$ cat config.mk
export PLATFORM = sky130hd
export DESIGN_NAME = uart_iopin_cfg
export DESIGN_NICKNAME = d
export VERILOG_FILES = /design/src/rtl/uart_iopin_pkg.sv /design/src/rtl/iopin_cfg_reg.sv /design/src/rtl/iopin_drive_mux.sv /design/src/rtl/iopin_chg_det.sv /design/src/rtl/uart_iopin_cfg.sv
export SDC_FILE = /design/constraint.sdc
export NUM_CORES = 1
export LEC_CHECK = 0
export ABC_AREA = 0
export BUFFER_PORTS_ARGS = -buffer_cell sky130_fd_sc_hd__buf_2
export CAP_MARGIN = 20
export CORE_ASPECT_RATIO = 1.2
export CORE_MARGIN = 2
export CORE_UTILIZATION = 30
export DETAILED_ROUTE_END_ITERATION = 16
export MAX_ROUTING_LAYER = met4
export RECOVER_POWER = 25
export SETUP_SLACK_MARGIN = 0.5
export SKIP_CTS_REPAIR_TIMING = 1
export SYNTH_ARGS = -nofsm -noshare
export SYNTH_HDL_FRONTEND = slang
export SYNTH_SLANG_ARGS = --single-unit
$ cat constraint.sdc
create_clock -name clk -period 1.25 [get_ports clk]
set_input_delay 0 -clock clk [delete_from_list [all_inputs] [get_ports clk]]
set_output_delay 0 -clock clk [all_outputs]
set_load 0.05 [all_outputs]
$ cat src/rtl/uart_iopin_pkg.sv
package uart_iopin_pkg;

  localparam int NPINS   = 4;
  localparam int FIELD_W = 2;
  localparam int CFG_W   = NPINS * FIELD_W;

  typedef enum logic [FIELD_W-1:0] {
    FLD_INPUT = 2'b00,
    FLD_SEL_A = 2'b01,
    FLD_SEL_B = 2'b10,
    FLD_SEL_C = 2'b11
  } fld_e;

  typedef struct packed {
    logic [NPINS-1:0] latch;
    logic             txc1x;
    logic             txc16x;
    logic             rxc1x;
    logic             rxc16x;
    logic             rts_n;
    logic             eot;
    logic             rts_mode;
    logic             eot_mode;
  } src_t;

  typedef struct packed {
    logic oe;
    logic val;
  } drv_t;

  // Per-pin source decode. rts_here tells pin 1 that pin 2 has given up the RTS line.
  function automatic drv_t pin_drive(input int idx, input logic [FIELD_W-1:0] code,
                                     input logic rts_here, input src_t s);
    drv_t d;
    d = '{oe: 1'b0, val: 1'b0};
    case (idx)
      0: case (fld_e'(code))
           FLD_SEL_A: d = '{oe: 1'b1, val: s.latch[0]};
           FLD_SEL_B: d = '{oe: 1'b1, val: s.txc1x};
           FLD_SEL_C: d = '{oe: 1'b1, val: s.txc16x};
           default:   d = '{oe: 1'b0, val: 1'b0};
         endcase
      1: case (fld_e'(code))
           FLD_SEL_A: d = '{oe: 1'b1, val: (rts_here && s.rts_mode) ? s.rts_n : s.latch[1]};
           FLD_SEL_C: d = '{oe: 1'b1, val: s.rxc1x};
           default:   d = '{oe: 1'b0, val: 1'b0};
         endcase
      2: case (fld_e'(code))
           FLD_SEL_A: d = '{oe: 1'b1,
                            val: s.rts_mode ? s.rts_n : (s.eot_mode ? s.eot : s.latch[2])};
           FLD_SEL_B: d = '{oe: 1'b1, val: s.rxc1x};
           FLD_SEL_C: d = '{oe: 1'b1, val: s.rxc16x};
           default:   d = '{oe: 1'b0, val: 1'b0};
         endcase
      default: case (fld_e'(code))
           FLD_SEL_A: d = '{oe: 1'b1, val: s.latch[3]};
           FLD_SEL_B: d = '{oe: 1'b1, val: s.txc16x};
           FLD_SEL_C: d = '{oe: 1'b1, val: s.txc1x};
           default:   d = '{oe: 1'b0, val: 1'b0};
         endcase
    endcase
    return d;
  endfunction

endpackage

$ cat src/rtl/iopin_cfg_reg.sv
module iopin_cfg_reg #(
  parameter int W = 8
) (
  input  logic         clk,
  input  logic         rst,
  input  logic         we,
  input  logic [W-1:0] wdata,
  output logic [W-1:0] q
);
  always_ff @(posedge clk) begin
    if (rst)     q <= '0;
    else if (we) q <= wdata;
  end
endmodule

$ cat src/rtl/iopin_drive_mux.sv
module iopin_drive_mux
  import uart_iopin_pkg::*;
(
  input  logic             clk,
  input  logic             rst,
  input  logic [CFG_W-1:0] cfg,
  input  src_t             src,
  output logic [NPINS-1:0] pin_out,
  output logic [NPINS-1:0] pin_oe
);
  // RTS can use pin 2 only when pin 2's field selects it; otherwise pin 1 takes it.
  logic p2_takes_rts;
  assign p2_takes_rts = (cfg[5:4] == FLD_SEL_A);

  for (genvar g = 0; g < NPINS; g++) begin : g_pin
    drv_t d;
    logic rts_here;
    if (g == 1) begin : g_fb
      assign rts_here = !p2_takes_rts;
    end else begin : g_nofb
      assign rts_here = 1'b1;
    end
    always_comb d = pin_drive(g, cfg[g*FIELD_W +: FIELD_W], rts_here, src);
    always_ff @(posedge clk) begin
      if (rst) begin
        pin_oe[g]  <= 1'b0;
        pin_out[g] <= 1'b0;
      end else begin
        pin_oe[g]  <= d.oe;
        pin_out[g] <= d.val;
      end
    end
  end
endmodule

$ cat src/rtl/iopin_chg_det.sv
module iopin_chg_det #(
  parameter int NPINS       = 4,
  parameter int SYNC_STAGES = 2
) (
  input  logic             clk,
  input  logic             rst,
  input  logic [NPINS-1:0] pin_in,
  input  logic [NPINS-1:0] is_input,
  input  logic [NPINS-1:0] clr,
  input  logic [NPINS-1:0] en,
  output logic [NPINS-1:0] in_sync,
  output logic [NPINS-1:0] flags,
  output logic             irq
);
  localparam int ARM_CNT = SYNC_STAGES + 1;
  localparam int PW      = $clog2(ARM_CNT + 1);

  logic [PW-1:0]    prime_cnt;
  logic             armed;
  logic [NPINS-1:0] prev;
  logic [NPINS-1:0] changed;

  // Detection stays off until the synchronizer and history have filled after reset.
  always_ff @(posedge clk) begin
    if (rst)             prime_cnt <= '0;
    else if (!armed)     prime_cnt <= prime_cnt + 1'b1;
  end
  assign armed = (prime_cnt == PW'(ARM_CNT));

  for (genvar g = 0; g < NPINS; g++) begin : g_sync
    logic [SYNC_STAGES-1:0] chain;
    always_ff @(posedge clk) begin
      if (rst) chain <= '0;
      else     chain <= {chain[SYNC_STAGES-2:0], pin_in[g]};
    end
    assign in_sync[g] = chain[SYNC_STAGES-1];
  end

  always_ff @(posedge clk) begin
    if (rst) prev <= '0;
    else     prev <= in_sync;
  end

  assign changed = (in_sync ^ prev) & is_input & {NPINS{armed}};

  // A new change wins over a clear in the same cycle.
  always_ff @(posedge clk) begin
    if (rst) begin
      flags <= '0;
      irq   <= 1'b0;
    end else begin
      flags <= (flags & ~clr) | changed;
      irq   <= |(flags & en);
    end
  end
endmodule

$ cat src/rtl/uart_iopin_cfg.sv
module uart_iopin_cfg
  import uart_iopin_pkg::*;
#(
  parameter int SYNC_STAGES = 2
) (
  input  logic             clk,
  input  logic             rst,
  input  logic             cfg_we,
  input  logic [CFG_W-1:0] cfg_wdata,
  input  logic [NPINS-1:0] out_latch,
  input  logic             txc1x,
  input  logic             txc16x,
  input  logic             rxc1x,
  input  logic             rxc16x,
  input  logic             rts_n,
  input  logic             eot_flag,
  input  logic             rts_mode,
  input  logic             eot_mode,
  input  logic [NPINS-1:0] pin_in,
  input  logic [NPINS-1:0] chg_clr,
  input  logic [NPINS-1:0] chg_en,
  output logic [NPINS-1:0] pin_out,
  output logic [NPINS-1:0] pin_oe,
  output logic [NPINS-1:0] in_sync,
  output logic [NPINS-1:0] chg_flags,
  output logic             irq
);
  logic [CFG_W-1:0] cfg_q;
  src_t             src;

  assign src = '{latch: out_latch, txc1x: txc1x, txc16x: txc16x, rxc1x: rxc1x,
                 rxc16x: rxc16x, rts_n: rts_n, eot: eot_flag,
                 rts_mode: rts_mode, eot_mode: eot_mode};

  iopin_cfg_reg #(.W(CFG_W)) u_cfg (
    .clk(clk), .rst(rst), .we(cfg_we), .wdata(cfg_wdata), .q(cfg_q)
  );

  iopin_drive_mux u_mux (
    .clk(clk), .rst(rst), .cfg(cfg_q), .src(src), .pin_out(pin_out), .pin_oe(pin_oe)
  );

  iopin_chg_det #(.NPINS(NPINS), .SYNC_STAGES(SYNC_STAGES)) u_det (
    .clk(clk), .rst(rst), .pin_in(pin_in), .is_input(~pin_oe), .clr(chg_clr),
    .en(chg_en), .in_sync(in_sync), .flags(chg_flags), .irq(irq)
  );
endmodule

==> results of run 1 <==
-- power groups by stage --
stage	Clock, W	Sequential, W	Combinational, W
2_1_floorplan	0	0.00129	0.000176
3_3_place_gp	0	0.00124	0.000304
3_5_place_dp	0	0.00124	0.000313
4_1_cts	0.00125	0.00122	0.000314
5_1_grt	0.00130	0.00124	0.000453
6_report	0.00121	0.00123	0.000413
-- sequential cells by signal, summed over array words and instances, names as in the netlist --
name                flops
u_cfg.q                 8
u_det.flags             4
u_det.g_sync.chain      8
u_det.irq               1
u_det.prev              4
u_det.prime_cnt         2
u_mux.pin_oe            4
u_mux.pin_out           4
-- cell families (layout without fill, tap and decap cells) --
group                    after synthesis  after routing  share of synthesized area [%]
XOR/XNOR                               5              5                           3.42
flip-flops                            35             35                           54.7
adder cells (fa/ha/maj)                1              1                          0.977
AND/OR/NAND/NOR                       47             47                           20.1
multiplexers                          12             12                           9.68
AO/OA/AOI/OAI                         13             13                           6.55
buffers and inverters                 10             79                           4.50
-- metal layers --
layer / wire [µm] / vias up / global-route usage [%] / part of all wire, %
met3: 164 / 6 / 4.14 / 5.8
li1: - / 535 / - / -
met1: 1060 / 493 / 11.2 / 37
met5: 0 / - / - / 0
met2: 1510 / 39 / 20.1 / 54
met4: 80 / 0 / 8.70 / 2.8
-- stage by stage --
step | cell area, µm² | setup WS [ns] | util, % | total power [W] | hold slack (ns)
CTS | 1760 | 0.208 | 42.2 | 0.00278 | -0.0890
finish | 2160 | 0.212 | 51.8 | 0.00285 | -0.0310
global route | 2160 | 0.194 | 51.8 | 0.00299 | 0.000907
detailed placement | 1620 | 0.221 | 38.9 | 0.00156 | 0.221
global placement | 1620 | 0.251 | 38.9 | 0.00155 | 0.210
floorplan | 1360 | 0.262 | - | 0.00147 | 0.128
-- path summary, 6_finish.rpt --
| kind | from | end | slack (ns) | depth (start not counted) |
|---|---|---|---|---|
| min | cfg_wdata[4] | u_cfg.q[4] | -0.03 | 3 |
| min reg2reg | u_det.g_sync[1].chain[0] | u_det.g_sync[1].chain[1] | 0.44 | 1 |
| max | u_cfg.q[5] | u_mux.pin_out[1] | 0.21 | 3 |
| max reg2reg | u_cfg.q[5] | u_mux.pin_out[1] | 0.21 | 3 |
-- worst max-delay path: cells and delay by family, from the launching register on --
kind               cells  cell delay [ns]
and+or+nand+nor        2             0.31
DFF                    1             0.33
AOI/OAI and AO/OA      1             0.28
-- cell type report --
class,instances,area [µm²]
fill,402,2010
clock inverter,3,67.6
multi-input combinational,78,603
timing repair buffer,71,602
sequential,35,744
clock buffer,5,68.8
tap,56,70.1
-- placed cells by master, fill, tap and decap left out --
cell type / count
buf_2: 34
nor2_1: 16
dfxtp_1: 16
nor2b_1: 15
dlygate4sd3_1: 15
buf_8: 13
dfxtp_2: 11
mux2i_1: 9
dfxtp_4: 8
nand3b_1: 7
nand2b_1: 5
a21oi_1: 5
clkbuf_8: 5
buf_6: 5
buf_4: 4
xor2_2: 3
mux2_4: 3
xor2_1: 2
nand2_2: 2
a21oi_2: 2
a22oi_2: 2
bufinv_16: 2
nand2b_4: 1
a211oi_1: 1
o41ai_1: 1
a21boi_0: 1
and3_4: 1
o311a_1: 1
ha_4: 1
clkinvlp_4: 1
==> flow_metrics.tcl, run 1 <==
set metrics [dict create \
    status "finished, violations left" \
    violations "hold timing" \
    synth.distinct_cells 20 \
    worst_path_max_delay_cell "dfxtp_2" \
    cts_max_level 2 \
    root_buffer "clkbuf_8" \
    ys_seq_area_share_pct 54.7 \
    hold_slack_ns -0.0310 \
    grt_max_degree 31 \
    finalSetupViolCount 0 \
    n_antenna_cell 0 \
    crit_type "reg2reg" \
    rsz0062_at_grt "yes" \
    netSwitchingFraction_pct 22.8 \
    wl_per_cell_um 11.3 \
    routed_wl_um 2810 \
    syn_area_per_cell_um2 10.4 \
    portBuffers 51 \
    drive_gt1_share_pct 51.0 \
    insertion_delay_ns 0.29 \
    synth_nets 159 \
    p_clk_share_pct 42.4 \
    synth_area_leaders "dfxtp_1 55%, nor2b_1 7.3%, mux2i_1 7.0%" \
    synth_warnings 0 \
    cp.required_ns 1.42 \
    vias_per_cell 4.33 \
    hold_viol 4 \
    placed_cells 221 \
    die-area_um2 4810 \
    grt_usage_pct 11.8 \
    yosysMostFrequentCell "dfxtp_1" \
    synth_cells 123 \
    switchingPower_w 0.000651 \
    num_vias 1073 \
    drv_cap 0 \
    tritoncts "built" \
    dr.first_iter.drc_count 10 \
    drtPass1Iterations 4 \
    path_clk_slew_ns 0.07 \
    async_reset_ff_share_pct 0 \
    grt_pass1_wl_um 4060 \
    antenna_found_initial 0 \
    min_period_ns 1.04 \
    worstPathCellList "nand2b_4, and3_4, o311a_1" \
    clock_skew_ns 0.00168 \
    internal-power_w 0.00220 \
    clock_sinks 35 \
    synth_flop_cell "dfxtp_1" \
    slowest_delay_ns 0.33 \
    slew_headroom_pct 65.8 \
    area_delta_synth_final_pct 68.4 \
    die_h_um 75.6 \
    worstHoldPathType "in2reg" \
    core_area_um2 4160 \
    ir_drop_uv 751 \
    gp_congestion 0.693 \
    num_rows 26 \
    drv_slew 0 \
    p_comb_share_pct 14.5 \
    worst_pin_slew_ns 0.513 \
    clockBufferDepth 2 \
    ant_nets 0 \
    synth_area_leader_cell "dfxtp_1" \
    seqPwrFrac_pct 43.1 \
    io-pin-count 52 \
    start_kind "flop" \
    hpwl_um 1930 \
    cellLeakagePower_nw 0.929 \
    fin_tns_setup_ns 0 \
    drc_errors 0 \
    overflow 0 \
    fin_cells 248 \
    cts_made_buffers 5 \
    yosys.area.top_type_share_pct 54.7 \
    fmax_ghz 0.964 \
    ys_ff_latch 35 \
    crit_fanout 4 \
    endpoint_kind "flop" \
    power_density_nw_per_um2 1320 \
    synth-edff-count 0 \
    die_w_um 63.6 \
    synth_common_cells "35 x dfxtp_1, 16 x nor2_1, 15 x nor2b_1" \
    start_util_pct 30.7 \
    layout.nets 227 \
    synth_area_um2 1280 \
    cp.arrival_ns 1.21 \
    fin_crit_sh_pct 83.0 \
    grt_pass1_vias 954 \
]
Note: power is estimated with default switching activity, not from simulation.
==> inputs of run 2 (changes only) <==
--- a/config.mk
+++ b/config.mk
@@ -5,7 +5,7 @@
 export SDC_FILE = /design/constraint.sdc
 export NUM_CORES = 1
 export LEC_CHECK = 0
-export ABC_AREA = 0
+export ABC_AREA = 1
 export BUFFER_PORTS_ARGS = -buffer_cell sky130_fd_sc_hd__buf_2
 export CAP_MARGIN = 20
 export CORE_ASPECT_RATIO = 1.2
==> constraint.sdc (replaced) <==
create_clock -name clk -period 1 [get_ports clk]
set_input_delay 0 -clock clk [delete_from_list [all_inputs] [get_ports clk]]
set_output_delay 0 -clock clk [all_outputs]
set_load 0.05 [all_outputs]
==> run 2 against run 1 <==
The flow still finishes with violations (hold timing). Clock skew increased by 0.00097 ns. Global-route usage about the same. Register-to-register slack got worse by 0.14 ns. Fmax rose by 12%. Final cell count is 16% higher. Via count grew 9.3%. Critical path type unchanged. Critical endpoint is now u_det.prime_cnt[0]. Highest routed layer unchanged.
==> flow_metrics.tcl, run 2 <==
set metrics [dict create \
    worstHoldStart "pin_in[3]" \
    worstReg2RegEnd "u_det.prime_cnt[0]" \
    setup_slack_ns 0.0754 \
    routed_wl_um 2620 \
    worstHoldPathType "in2reg" \
    synth_area_leaders "dfxtp_1 52%, nor2_1 9.6%, inv_1 8.4%" \
    violations "hold timing" \
    clock_skew_ns 0.00265 \
    overflow 0 \
    post-place-ws_ns 0.0990 \
    wl_per_cell_um 9.11 \
    layout_commonest_cell "buf_2" \
    worst_path_max_delay_cell "dfxtp_2" \
    cellLeakagePower_nw 0.942 \
    largestRegisters "u_cfg.q x8, u_det.g_sync.chain x8" \
    worst_pin_slew_ns 0.497 \
    cts_max_level 2 \
    r2r_cells 4 \
    fin_tns_setup_ns 0 \
    min_path_cells 3 \
    crit_fanout 2 \
    synth_warnings 0 \
    drv_slew 0 \
    cp.arrival_ns 1.09 \
    synth_area_um2 1340 \
    min_period_ns 0.925 \
    root_buffer "clkbuf_8" \
    r2r_setup_slack_ns 0.08 \
    rsz0062_at_grt "yes" \
    worstPathCellList "ha_4, buf_4, xor2_1, nor2_1" \
    cp.required_ns 1.17 \
    grt_max_degree 17 \
    crit_type "reg2reg" \
    drive_gt1_share_pct 54.1 \
    die_h_um 77.1 \
    finalSetupViolCount 0 \
    num_vias 1173 \
    gp_congestion 0.740 \
    insertion_delay_ns 0.28 \
    synth_nets 207 \
    num_rows 26 \
    io-pin-count 52 \
    core_area_um2 4260 \
    yosys.area.top_type_share_pct 52.5 \
    layout.nets 266 \
    synth_cells 171 \
    hpwl_um 1940 \
    r2r-start "u_det.prime_cnt[0]" \
    async_reset_ff_share_pct 0 \
    vias_per_cell 4.09 \
    synth-edff-count 0 \
    power_density_nw_per_um2 1550 \
    ys_seq_area_share_pct 52.5 \
    grt_pass1_wl_um 4370 \
    endpoint_kind "flop" \
    slew_headroom_pct 66.9 \
    tritoncts "built" \
    grt_pass1_vias 1078 \
    start_util_pct 31.3 \
    drtPass1Iterations 3 \
    layout_common_cells "33 x buf_2, 31 x nor2_1, 27 x nand2_1" \
    fin_crit_sh_pct 92.5 \
    area_delta_synth_final_pct 54.2 \
    hold_slack_ns -0.0888 \
    ys_ff_latch 35 \
    hold_viol 17 \
    fmax_ghz 1.08 \
    ant_nets 0 \
    grt_usage_pct 11.8 \
    synth_flop_cell "dfxtp_1" \
    synth.distinct_cells 19 \
    portBuffers 51 \
    die-area_um2 5000 \
    n_antenna_cell 0 \
    antenna_found_initial 0 \
    yosysMostFrequentCell "dfxtp_1" \
    synth_common_cells "35 x dfxtp_1, 34 x nor2_1, 30 x inv_1" \
    dr.first_iter.drc_count 17 \
    whs_endpoint "u_det.g_sync[3].chain[0]" \
    ir_drop_uv 732 \
    start_kind "flop" \
    cts_made_buffers 5 \
    status "finished, violations left" \
    synth_area_leader_cell "dfxtp_1" \
    clockBufferDepth 2 \
    drc_errors 0 \
    syn_area_per_cell_um2 7.81 \
    p_total_w 0.00320 \
    die_w_um 64.9 \
    clock_sinks 35 \
    path_clk_slew_ns 0.07 \
    drv_cap 0 \
    slowest_delay_ns 0.34 \
]
==> run 2: kinds of logic (layout without fill, tap and decap cells) <==
family | Yosys count | count (layout) | share of synthesized area, %
compound gates | 24 | 24 | 10.9
xor+xnor | 1 | 1 | 0.656
fa+ha+maj | 1 | 1 | 0.937
buf+inv | 39 | 99 | 13.9
flops | 35 | 35 | 52.5
simple gates | 71 | 71 | 21.2
==> run 2: layout make-up <==
class                      instances  area [µm²]
multi-input combinational         97         547
fill                             428        2200
timing repair buffer              60         470
tap                               56        70.1
inverter                          31         124
clock buffer                       8         100
sequential                        35         747
==> run 2: through the flow <==
stage | cell area, µm² | util (%) | std cells | hold slack (ns)
floorplan | 1430 | - | 171 | 0.0603
global placement | 1690 | 39.7 | 273 | 0.203
detailed placement | 1690 | 39.7 | 273 | 0.210
CTS | 1790 | 42.1 | 281 | -0.0987
global route | 2060 | 48.3 | 287 | -0.0812
finish | 2060 | 48.3 | 287 | -0.0888
==> run 2: worst max-delay path by stage <==
| stage | start | cells past startpoint | endpoint |
|---|---|---|---|
| 2_1_floorplan | u_det.prime_cnt[1] | 5 | u_det.flags[0] |
| 3_3_place_gp | u_det.prime_cnt[1] | 5 | u_det.flags[1] |
| 3_5_place_dp | u_det.prime_cnt[1] | 5 | u_det.flags[1] |
| 4_1_cts | u_det.prime_cnt[1] | 5 | u_det.flags[1] |
| 5_1_grt | u_det.prime_cnt[0] | 5 | u_det.flags[1] |
| 6_report | u_det.prime_cnt[0] | 4 | u_det.prime_cnt[0] |
==> run 2: where the power goes <==
group | leakage [nW] | internal (W) | switching [W]
combinational | 0.591 | 0.000260 | 0.000292
clock | 0.0515 | 0.000628 | 0.000467
sequential | 0.299 | 0.00148 | 0.0000687
total | 0.942 | 0.00237 | 0.000827
==> run 2: critical path, delay by kind of cell (launching register included) <==
kind | cells | cell delay, ns
and+or+nand+nor | 1 | 0.05
xor gates and xnor gates | 1 | 0.13
buffers and inverters | 1 | 0.13
adders and majority gates | 1 | 0.16
DFF | 1 | 0.34
==> run 2: per-layer routing <==
| metal | up-vias | global-route usage [%] | share of wire, % |
|---|---|---|---|
| met5 | - | - | 0 |
| met3 | 5 | 5.43 | 7.5 |
| met2 | 38 | 18.5 | 48 |
| li1 | 634 | - | - |
| met1 | 496 | 12.2 | 42 |
| met4 | 0 | 6.38 | 2.7 |
==> inputs of run 3 (changes only) <==
--- a/config.mk
+++ b/config.mk
@@ -14,7 +14,6 @@
 export DETAILED_ROUTE_END_ITERATION = 16
 export MAX_ROUTING_LAYER = met4
 export RECOVER_POWER = 25
-export SETUP_SLACK_MARGIN = 0.5
 export SKIP_CTS_REPAIR_TIMING = 1
 export SYNTH_ARGS = -nofsm -noshare
 export SYNTH_HDL_FRONTEND = slang
==> constraint.sdc (replaced) <==
create_clock -name clk -period 0.95 [get_ports clk]
set_input_delay 0 -clock clk [delete_from_list [all_inputs] [get_ports clk]]
set_output_delay 0 -clock clk [all_outputs]
set_load 0.05 [all_outputs]
==> run 3 against run 2 <==
The flow still finishes with violations (hold timing). Global-route usage down 0.13 points. Sequential share of layout area is 0.13 points lower. Worst setup slack worse by 0.030 ns. Sequential power is 4% higher. Final cell count up 3.5%. Design area decreased by 4.7%. Non-clock buffer count increased by 10. Clock power is 47% higher. Clock-buffer cell count down 3. Clock skew rose by 0.0048 ns. Critical path type unchanged.
==> flow_metrics.tcl, run 3 (synthesized netlist as in run 2, its figures left out) <==
set metrics [dict create \
    status "finished, violations left" \
    violations "hold timing" \
    portBuffers 51 \
    critPathBufInv 1 \
    cp_top_family "flip-flops" \
    ir_drop_uv 875 \
    overflow 0 \
    cp.arrival_ns 1.12 \
    cts_made_buffers 5 \
    ant_nets 0 \
    worstPathCellList "ha_4, inv_4, nor2_1, nand3_1, a21oi_1" \
    slew_headroom_pct 75.6 \
    cp.required_ns 1.17 \
    grt_usage_pct 11.7 \
    worstHoldStart "chg_en[2]" \
    hold_viol 6 \
    wl_per_cell_um 9.40 \
    whs_endpoint "u_det.irq" \
    drc_errors 0 \
    path_clk_slew_ns 0.08 \
    drv_cap 0 \
    clock_sinks 35 \
    routed_wl_um 2790 \
    tritoncts "built" \
    die_w_um 64.9 \
    antenna_found_initial 0 \
    die-area_um2 5000 \
    die_h_um 77.1 \
    fin_tns_setup_ns 0 \
    min_path_cells 3 \
    rsz0062_at_grt "yes" \
    hpwl_um 1940 \
    worstReg2RegEnd "u_det.flags[3]" \
    fmax_ghz 1.11 \
    slowest_delay_ns 0.36 \
    insertion_delay_ns 0.29 \
    drive_gt1_share_pct 32.8 \
    crit_fanout 5 \
    drtPass1Iterations 4 \
    gp_congestion 0.727 \
    core_area_um2 4260 \
    cts_max_level 2 \
    worst_path_max_delay_cell "dfxtp_2" \
    post-place-ws_ns -0.0450 \
    layout.nets 276 \
    root_buffer "clkbuf_8" \
    r2r_setup_slack_ns 0.05 \
    p_total_w 0.00373 \
    n_antenna_cell 0 \
    cellLeakagePower_nw 0.956 \
    grt_pass1_vias 1095 \
    r2r-start "u_det.prime_cnt[0]" \
    finalSetupViolCount 0 \
    vias_per_cell 4.11 \
    clockBufferDepth 2 \
    layout_common_cells "45 x buf_2, 33 x nor2_1, 29 x inv_1" \
    power_density_nw_per_um2 1900 \
    grt_max_degree 21 \
    largestRegisters "u_cfg.q x8, u_det.g_sync.chain x8" \
    r2r_cells 5 \
    num_vias 1222 \
    start_kind "flop" \
    grt_pass1_wl_um 4400 \
    setup_slack_ns 0.0457 \
    worstHoldPathType "in2reg" \
    worst_pin_slew_ns 0.366 \
    clock_skew_ns 0.00744 \
    crit_type "reg2reg" \
    num_rows 26 \
    start_util_pct 31.3 \
    layout_commonest_cell "buf_2" \
    dr.first_iter.drc_count 28 \
    hold_slack_ns -0.0133 \
    area_delta_synth_final_pct 47.0 \
    endpoint_kind "flop" \
    min_period_ns 0.904 \
    drv_slew 0 \
    io-pin-count 52 \
    fin_crit_sh_pct 95.2 \
]
[run 3: worst register-to-register path: cells and delay by family (launching register included)]
kind,cells,cell delay (ns)
buf+inv,1,0.05
compound gates,1,0.11
simple gates,2,0.16
flops,1,0.36
fa+ha+maj,1,0.16
[run 3: how the worst max path moves through the flow]
stage	start	endpoint	slack [ns]	depth (start not counted)
5_1_grt	u_det.prime_cnt[1]	u_det.flags[3]	-0.02	5
3_5_place_dp	u_det.prime_cnt[1]	u_det.flags[1]	-0.05	5
6_report	u_det.prime_cnt[0]	u_det.flags[3]	0.05	5
2_1_floorplan	u_det.flags[2]	u_det.irq	0.007	2
3_3_place_gp	u_det.prime_cnt[0]	u_det.flags[0]	-0.005	5
4_1_cts	u_det.prime_cnt[0]	u_det.flags[3]	-0.07	5
[run 3: area by class of cell]
class                           count  area, µm²
Clock inverter                      3       67.6
Tap cell                           56       70.1
Timing Repair Buffer               70        463
Inverter                           31        119
Sequential cell                    35        709
Fill cell                         428       2300
Clock buffer                        5       68.8
Multi-Input combinational cell     97        464
[run 3: stage by stage]
stage	cells	util, %	instance area, µm²
floorplan	171	-	1340
global placement	275	38.4	1640
detailed placement	275	38.4	1640
CTS	283	41.6	1770
global route	297	46.0	1960
finish	297	46.0	1960
[run 3: metal layers]
metal	track usage (%)	vias up	wire, µm
met5	-	-	0
met4	5.11	0	51
met3	4.69	6	192
met2	20.2	42	1390
met1	11.3	522	1160
li1	-	652	-
[run 3: where the power goes]
group / internal [W] / switching [W]
sequential: 0.00156 / 0.0000504
clock: 0.00105 / 0.000550
combinational: 0.000228 / 0.000290
total: 0.00284 / 0.000891
